<file path="src/rtl/rstgen_pkg.sv">
package rstgen_pkg;

   // Converts a time in milliseconds to a count of clock cycles.
   function automatic int unsigned ms_to_cycles(input int unsigned clk_hz,
                                                input int unsigned ms);
      return (clk_hz / 1000) * ms;
   endfunction

   // One bit per reset cause, all sampled by the shared stretch counter.
   typedef struct packed {
      logic supply;
      logic button;
      logic watchdog;
   } rst_src_t;

endpackage

</file>
<file path="src/rtl/rstgen_sync.sv">
module rstgen_sync #(
   parameter int unsigned STAGES = 2,
   parameter bit          INIT   = 1'b1
) (
   input  logic clk_i,
   input  logic rst_ni,
   input  logic d_i,
   output logic q_o
);

   generate
      if (STAGES < 2) begin : g_bad_stages
         $error("rstgen_sync: STAGES must be at least 2");
      end
   endgenerate

   logic [STAGES-1:0] chain_q;

   always_ff @(posedge clk_i or negedge rst_ni) begin
      if (!rst_ni) begin
         chain_q <= {STAGES{INIT}};
      end else begin
         chain_q <= {chain_q[STAGES-2:0], d_i};
      end
   end

   assign q_o = chain_q[STAGES-1];

endmodule

</file>
<file path="src/rtl/rstgen_debounce.sv">
module rstgen_debounce #(
   parameter int unsigned CYCLES = 1000,
   parameter bit          INIT   = 1'b1
) (
   input  logic clk_i,
   input  logic rst_ni,
   input  logic level_i,
   output logic level_o
);

   generate
      if (CYCLES == 0) begin : g_bypass
         assign level_o = level_i;
      end else begin : g_filter
         localparam int unsigned CW = (CYCLES > 1) ? $clog2(CYCLES) : 1;
         localparam logic [CW-1:0] LAST = CW'(CYCLES - 1);

         logic [CW-1:0] cnt_q;
         logic          lvl_q;

         always_ff @(posedge clk_i or negedge rst_ni) begin
            if (!rst_ni) begin
               cnt_q <= '0;
               lvl_q <= INIT;
            end else if (level_i == lvl_q) begin
               cnt_q <= '0;
            end else if (cnt_q == LAST) begin
               lvl_q <= level_i;
               cnt_q <= '0;
            end else begin
               cnt_q <= cnt_q + 1'b1;
            end
         end

         assign level_o = lvl_q;

         AST_DB_ACCEPT_AT_LIMIT: assert property (@(posedge clk_i) disable iff (!rst_ni)
            (lvl_q != $past(lvl_q)) |-> ($past(cnt_q) == LAST));
         AST_DB_AGREE_CLEARS: assert property (@(posedge clk_i) disable iff (!rst_ni)
            (level_i == lvl_q) |=> (cnt_q == '0));
      end
   endgenerate

endmodule

</file>
<file path="src/rtl/rstgen_stretch.sv">
module rstgen_stretch
   import rstgen_pkg::*;
#(
   parameter int unsigned HOLD = 1000
) (
   input  logic     clk_i,
   input  logic     rst_ni,
   input  rst_src_t req_i,
   output logic     active_o,
   output logic     done_o
);

   localparam int unsigned CW = $clog2(HOLD + 1);
   localparam logic [CW-1:0] FULL = CW'(HOLD);

   generate
      if (HOLD < 1) begin : g_bad_hold
         $error("rstgen_stretch: HOLD must be at least 1");
      end
   endgenerate

   logic [CW-1:0] cnt_q;
   logic          act_q;
   logic          done_q;
   logic          any_req;

   assign any_req = |req_i;

   always_ff @(posedge clk_i or negedge rst_ni) begin
      if (!rst_ni) begin
         cnt_q  <= FULL;
         act_q  <= 1'b1;
         done_q <= 1'b0;
      end else begin
         done_q <= 1'b0;
         if (any_req) begin
            cnt_q <= FULL;
            act_q <= 1'b1;
         end else if (cnt_q != '0) begin
            cnt_q <= cnt_q - 1'b1;
            act_q <= 1'b1;
         end else begin
            act_q  <= 1'b0;
            done_q <= act_q;
         end
      end
   end

   assign active_o = act_q;
   assign done_o   = done_q;

   AST_REQ_RELOADS: assert property (@(posedge clk_i) disable iff (!rst_ni)
      any_req |=> (act_q && (cnt_q == FULL)));
   AST_HOLD_WHILE_COUNTING: assert property (@(posedge clk_i) disable iff (!rst_ni)
      (cnt_q != '0) |=> act_q);
   AST_SUPPLY_FORCES: assert property (@(posedge clk_i) disable iff (!rst_ni)
      req_i.supply |=> act_q);
   AST_WDT_FORCES: assert property (@(posedge clk_i) disable iff (!rst_ni)
      req_i.watchdog |=> act_q);
   AST_DONE_SINGLE: assert property (@(posedge clk_i) disable iff (!rst_ni)
      done_q |=> !done_q);
   AST_DONE_ON_FALL: assert property (@(posedge clk_i) disable iff (!rst_ni)
      done_q |-> (!act_q && $past(act_q)));

endmodule

</file>
<file path="src/rtl/rstgen_top.sv">
module rstgen_top
   import rstgen_pkg::*;
#(
   parameter int unsigned CLK_HZ      = 100_000_000,
   parameter int unsigned HOLD_MS     = 250,
   parameter int unsigned DEBOUNCE_MS = 10,
   parameter int unsigned SYNC_STAGES = 2
) (
   input  logic clk_i,
   input  logic rst_ni,
   input  logic supply_ok_i,
   input  logic button_n_i,
   input  logic wdt_expire_i,
   output logic sys_rst_o,
   output logic sys_rst_n_o,
   output logic rst_active_o,
   output logic rst_done_o
);

   localparam int unsigned HOLD_CYC = ms_to_cycles(CLK_HZ, HOLD_MS);
   localparam int unsigned DEB_CYC  = ms_to_cycles(CLK_HZ, DEBOUNCE_MS);

   generate
      if (CLK_HZ < 1000) begin : g_bad_clk
         $error("rstgen_top: CLK_HZ must be at least 1000");
      end
      if (HOLD_CYC < 1) begin : g_bad_hold
         $error("rstgen_top: stretch interval rounds to zero cycles");
      end
   endgenerate

   logic     btn_sync;
   logic     btn_level;
   logic     stretch_act;
   rst_src_t req;

   rstgen_sync #(
      .STAGES (SYNC_STAGES),
      .INIT   (1'b1)
   ) u_sync (
      .clk_i  (clk_i),
      .rst_ni (rst_ni),
      .d_i    (button_n_i),
      .q_o    (btn_sync)
   );

   rstgen_debounce #(
      .CYCLES (DEB_CYC),
      .INIT   (1'b1)
   ) u_debounce (
      .clk_i   (clk_i),
      .rst_ni  (rst_ni),
      .level_i (btn_sync),
      .level_o (btn_level)
   );

   always_comb begin
      req.supply   = ~supply_ok_i;
      req.button   = ~btn_level;
      req.watchdog = wdt_expire_i;
   end

   rstgen_stretch #(
      .HOLD (HOLD_CYC)
   ) u_stretch (
      .clk_i    (clk_i),
      .rst_ni   (rst_ni),
      .req_i    (req),
      .active_o (stretch_act),
      .done_o   (rst_done_o)
   );

   // The supply path bypasses the register so reset rises without a clock edge.
   assign sys_rst_o    = stretch_act | ~supply_ok_i;
   assign sys_rst_n_o  = ~sys_rst_o;
   assign rst_active_o = sys_rst_o;

   AST_BUTTON_HELD: assert property (@(posedge clk_i) disable iff (!rst_ni)
      !btn_level |=> rst_active_o);
   AST_DONE_MEANS_LOW: assert property (@(posedge clk_i) disable iff (!rst_ni)
      (rst_done_o && supply_ok_i) |-> !sys_rst_o);

endmodule

</file>
<file path="config.mk">
export PLATFORM = sky130hd
export DESIGN_NAME = rstgen_top
export DESIGN_NICKNAME = d
export VERILOG_FILES = /design/src/rtl/rstgen_pkg.sv /design/src/rtl/rstgen_sync.sv /design/src/rtl/rstgen_debounce.sv /design/src/rtl/rstgen_stretch.sv /design/src/rtl/rstgen_top.sv
export SDC_FILE = /design/constraint.sdc
export NUM_CORES = 1
export LEC_CHECK = 0
export BUFFER_PORTS_ARGS = -buffer_cell sky130_fd_sc_hd__buf_2
export CORE_ASPECT_RATIO = 0.8
export CORE_MARGIN = 2
export CORE_UTILIZATION = 35
export DETAILED_ROUTE_END_ITERATION = 7
export PLACE_DENSITY = 0.49
export SLEW_MARGIN = 0
export SYNTH_ARGS = -nofsm -noshare
export SYNTH_HDL_FRONTEND = slang
export SYNTH_SLANG_ARGS = --single-unit
</file>
<file path="constraint.sdc">
create_clock -name clk_i -period 2.6 [get_ports clk_i]
set_clock_uncertainty 0.05 [all_clocks]
set_input_delay 0.26 -clock clk_i [delete_from_list [all_inputs] [get_ports clk_i]]
set_output_delay 0.26 -clock clk_i [all_outputs]
set_load 0.05 [all_outputs]
</file>
; ---- After elaboration in Yosys (flattened, before gate mapping)
; Cells that the tools add are included.
[word_totals]
reg_bits = 50
output_inout_bits = 4
word_cells = 27
[op_classes]
n_addsub = 2
n_eq_ne = 2
n_mux = 8
bitwise = 5
reduce_logical = 4
[ops]
columns = operator, n
row1 = $mux W25, 2
row2 = $mux W20, 2
row3 = $reduce_bool A25 Y1, 1
row4 = $sub A25 B1 Y25 const B, 1
row5 = $add A20 B1 Y20 const B, 1
row6 = $eq A20 B20 Y1 const B, 1
row7 = $mux W1, 4
row8 = $not A1 Y1, 4
row9 = $reduce_or A3 Y1, 1
row10 = $reduce_and A2 Y1, 1
row11 = $reduce_bool A2 Y1, 1
row12 = $eq A1 B1 Y1, 1
row13 = $or A1 B1 Y1, 1

; ---- Longest topological paths before layout
[logic_depth]
word_depth = 3
depth_mapped = 7

; ---- Hierarchy
; A second synthesis with hierarchy kept.
[unflattened]
cells_unflattened = 284
hier_area_um2 = 2845.2
[by_module_without_submodules]
columns = mod, n_inst, cells_per_inst, area_per_inst_um2
row1 = rstgen_stretch, 1, 171, 1696.6
row2 = rstgen_debounce, 1, 106, 1066.0
row3 = rstgen_sync, 1, 2, 52.6
row4 = rstgen_top, 1, 5, 30.0

; ---- Worst setup path after synthesis
; No wires, ideal clock.
[synth_path]
kind = reg2reg
from = register u_stretch.cnt_q[0]
to = register u_stretch.cnt_q[16]
setup_ns = 0.083
arrival_ns = 2.044
slack_ns = 0.422
path_stages_with_launch = 8
period_less_slack_ns = 2.178
path_cell_list = dfrtp_1 inv_1 ha_1 or4b_1 nor3_4 buf_2 a21oi_1 a221o_1
[synth_between]
elab_chain_len = 3
[synth_lines]
columns = item, line
row1 = "start, declared", rstgen_stretch.sv:22  ; logic [CW-1:0] cnt_q;
row2 = "start signal, assigned", rstgen_stretch.sv:40  ; cnt_q <= cnt_q - 1'b1;
row3 = $sub A25 B1 Y25, rstgen_stretch.sv:40
row4 = $mux W25, rstgen_stretch.sv:39  ; end else if (cnt_q != '0) begin
row5 = $mux W25, rstgen_stretch.sv:36  ; if (any_req) begin
; Parallel ways exist; a longest one is shown, timed or not. The select of a mux whose other input is x is not followed.
; A chain may end at the register's enable or synchronous reset.

; ---- Worst setup path in the final report
[layout_path]
from = register u_stretch.cnt_q[2]
to = register u_stretch.cnt_q[13]
; Same word-level chain as after synthesis.

==> metrics.md <==
| Metric | Value |
|---|---|
| Drt pass-1 iters | `4` |
| First-pass GRT wire length | `10300 um` |
| Clk buf depth | `2` |
| Peak supply drop | `341 uV` |
| DP HPWL | `4080 um` |
| Via-to-Cell Ratio | `5.30` |
| Max Cap Viol | `0` |
| Antenna violations before repair | `0` |
| Avg Cell Area, Syn | `9.97 um2` |
| Fin crit share | `0.890` |
| Core area | `7500 um2` |
| Initial Utilization | `0.366` |
| Clock sink total | `50` |
| WP buf/inv | `0` |
| Worst slew pin tran | `0.900 ns` |
| Initial DRC Count | `166` |
| Min-delay worst type | `primary input to async pin` |
| Resize count post-CTS | `0` |
| Yosys cell types | `47` |
| Ys async rst share | `1.00` |
| Total grt overflow | `0` |
| RSZ-0062 raised after global routing | `false` |
| Final Hold Slack | `0.0340 ns` |
| Nets@finish | `300` |
| CTS buffer count | `5` |
| Yosys top cell area share | `0.310` |
| Status | `completed` |
| Setup TNS | `0 ns` |
| Syn Inst Count | `275` |
| Most common library cells after synthesis | `dfrtp_1 (34), nor2_1 (32), nand2_1 (17), or3_1 (17), dfstp_2 (16)` |
| Die width | `103 um` |
| P&R area growth vs syn | `14.1%` |
| Clock Tree Root | `clkbuf_8` |
| Die area | `8560 um2` |
| DR vias | `2111` |
| Final Max Tran Viols | `0` |
| CTS H-Tree Depth | `2` |
| GRT Util Overall | `0.152` |
| FP Rows | `28` |
| Ys Warns | `0` |
| Fin crit period | `2.31 ns` |
| Post-synthesis register bit count | `50` |
| Clk Latency, worst-skew pair | `0.30 ns` |
| Sequential cell area fraction in the yosys report | `0.464` |
| CP Launch Point | `u_stretch.cnt_q[2]` |
| # setup viols final | `0` |
| # port buffers | `8` |
| Max-slew headroom | `0.400` |
| CP max FO | `8` |
| Lkg Pwr | `1.16 nW` |
| Highest clock rate | `432 MHz` |
| Worst-path cell chain | `or4_1 -> or2_0 -> a2111oi_2 -> mux2i_1` |
| Syn Nets | `283` |
| Final Util | `0.417` |
| ANT cells | `0` |
| WL per Instance | `14.9 um` |
| Worst path required time | `2.78 ns` |
| CP peak stage delay | `0.61 ns` |
| DRT Wirelength | `5920 um` |
| DRC viols | `0` |
| Top Family by Delay on Critical Path | `simple AND/OR/NAND/NOR gates` |
| CP Depth | `4` |
| Worst Path Arrival | `2.50 ns` |
| # fillers | `759` |
| Share of post-route cells with drive strength above 1 | `0.205` |
| CP Class | `register to register` |
| Chip height | `83.2 um` |
| Routed Antenna Nets | `0` |
| Worst reg2reg startpoint | `u_stretch.cnt_q[2]` |
| Fin. Hold Viols | `0` |
| Post-route cell area | `3130 um2` |
| Pwr/cell area | `480 nW/um2` |
| Routability cong. | `0.781` |
| Slowest CP cell | `or4_1` |
| Dpl cell area | `2980 um2` |
| Hold_buf cts | `1` |
| CTS clk-pin slew, worst paths | `0.10 ns` |
| Cell depth of the worst flop-to-flop path | `4` |
| Main synth FF type | `dfrtp_1` |
| Yosys top cell by area | `dfrtp_1` |
| CTS tree | `done` |
| I/O pin cnt | `9` |
| CP Capture Type | `register` |
| Most numerous cell in the Yosys netlist | `dfrtp_1` |
| Vias in the first global route | `2016` |
| Largest net degree at the start of global routing | `41` |
| Synth top area cells | `dfrtp_1 (31%), dfstp_2 (15%), mux2i_1 (5.5%)` |
| Cell area after synthesis | `2740 um2` |
| Setup Buffers After CTS | `0` |
| Setup crit start kind | `register` |
| Post-synth EDFFs | `0` |
kinds of logic (layout without fill, tap and decap cells):
| logic type | Yosys count | in the layout | share of synthesized area |
|---|---|---|---|
| simple gates | 123 | 123 | 0.251 |
| flops | 50 | 50 | 0.464 |
| compound gates | 44 | 44 | 0.127 |
| buf+inv | 25 | 43 | 0.0406 |
| mux | 16 | 16 | 0.0589 |
| xor+xnor | 14 | 14 | 0.0447 |
| fa+ha+maj | 3 | 3 | 0.0137 |
layout make-up:
class | count | area [um2] | area share
multi-input combinational | 200 | 1370 | 0.437
sequential | 50 | 1270 | 0.406
timing repair buffer | 24 | 175 | 0.0560
tap | 105 | 131 | 0.0420
clock buffer | 6 | 82.6 | 0.0264
clock inverter | 2 | 60.1 | 0.0192
inverter | 11 | 41.3 | 0.0132
power by group:
part / leakage [nW] / switching, mW / internal, mW / total, mW
Sequential: 0.641 / 0.00434 / 0.785 / 0.789
Combinational: 0.447 / 0.0270 / 0.0115 / 0.0385
Clock: 0.0714 / 0.262 / 0.410 / 0.673
placed cells by master, fill, tap and decap left out, drive strengths merged, types with 4 or more instances in the layout:
cell type  instances
nor3               5
nor4              10
or3               18
dfrtp             34
a21oi             11
or4               11
nand2             17
dfstp             16
o21ai              6
mux2i             15
o31ai              5
buf               23
and2               9
a2111oi            6
clkbuf             6
a211oi             4
inv               11
nor2              32
nand3             11
xnor2             12
per-layer routing:
layer / routed length, um / vias to the layer above / global-route usage
met5: 0 / - / 0
li1: - / 1042 / -
met4: 47 / 0 / 0.0335
met1: 3260 / 1018 / 0.252
met3: 229 / 5 / 0.0311
met2: 2390 / 46 / 0.200
flip-flops by register name (all words and copies together), names as in the netlist:
name and flops:
u_stretch.done_o 1, u_stretch.active_o 1, u_debounce.g_filter.cnt_q 20, u_debounce.level_o 1, u_sync.chain_q 2, u_stretch.cnt_q 25
final timing paths:
kind,endpoint,slack (ns)
min in group clk_i,u_sync.chain_q[1],0.31
max in group asynchronous,u_debounce.g_filter.cnt_q[13],1.82
min,u_stretch.cnt_q[10],0.03
max reg2reg,u_stretch.cnt_q[13],0.29
min reg2reg,u_sync.chain_q[1],0.31
max,u_stretch.cnt_q[13],0.29
stage by stage:
step / std cells / setup slack [ns] / total power, mW
finish: 398 / 0.287 / 1.50
global route: 398 / 0.106 / 1.57
CTS: 398 / 0.271 / 1.53
detailed placement: 389 / 0.300 / 0.843
global placement: 389 / 0.340 / 0.843
floorplan: 275 / 0.422 / 0.814
No activity file was read; power rests on OpenSTA's default activity.
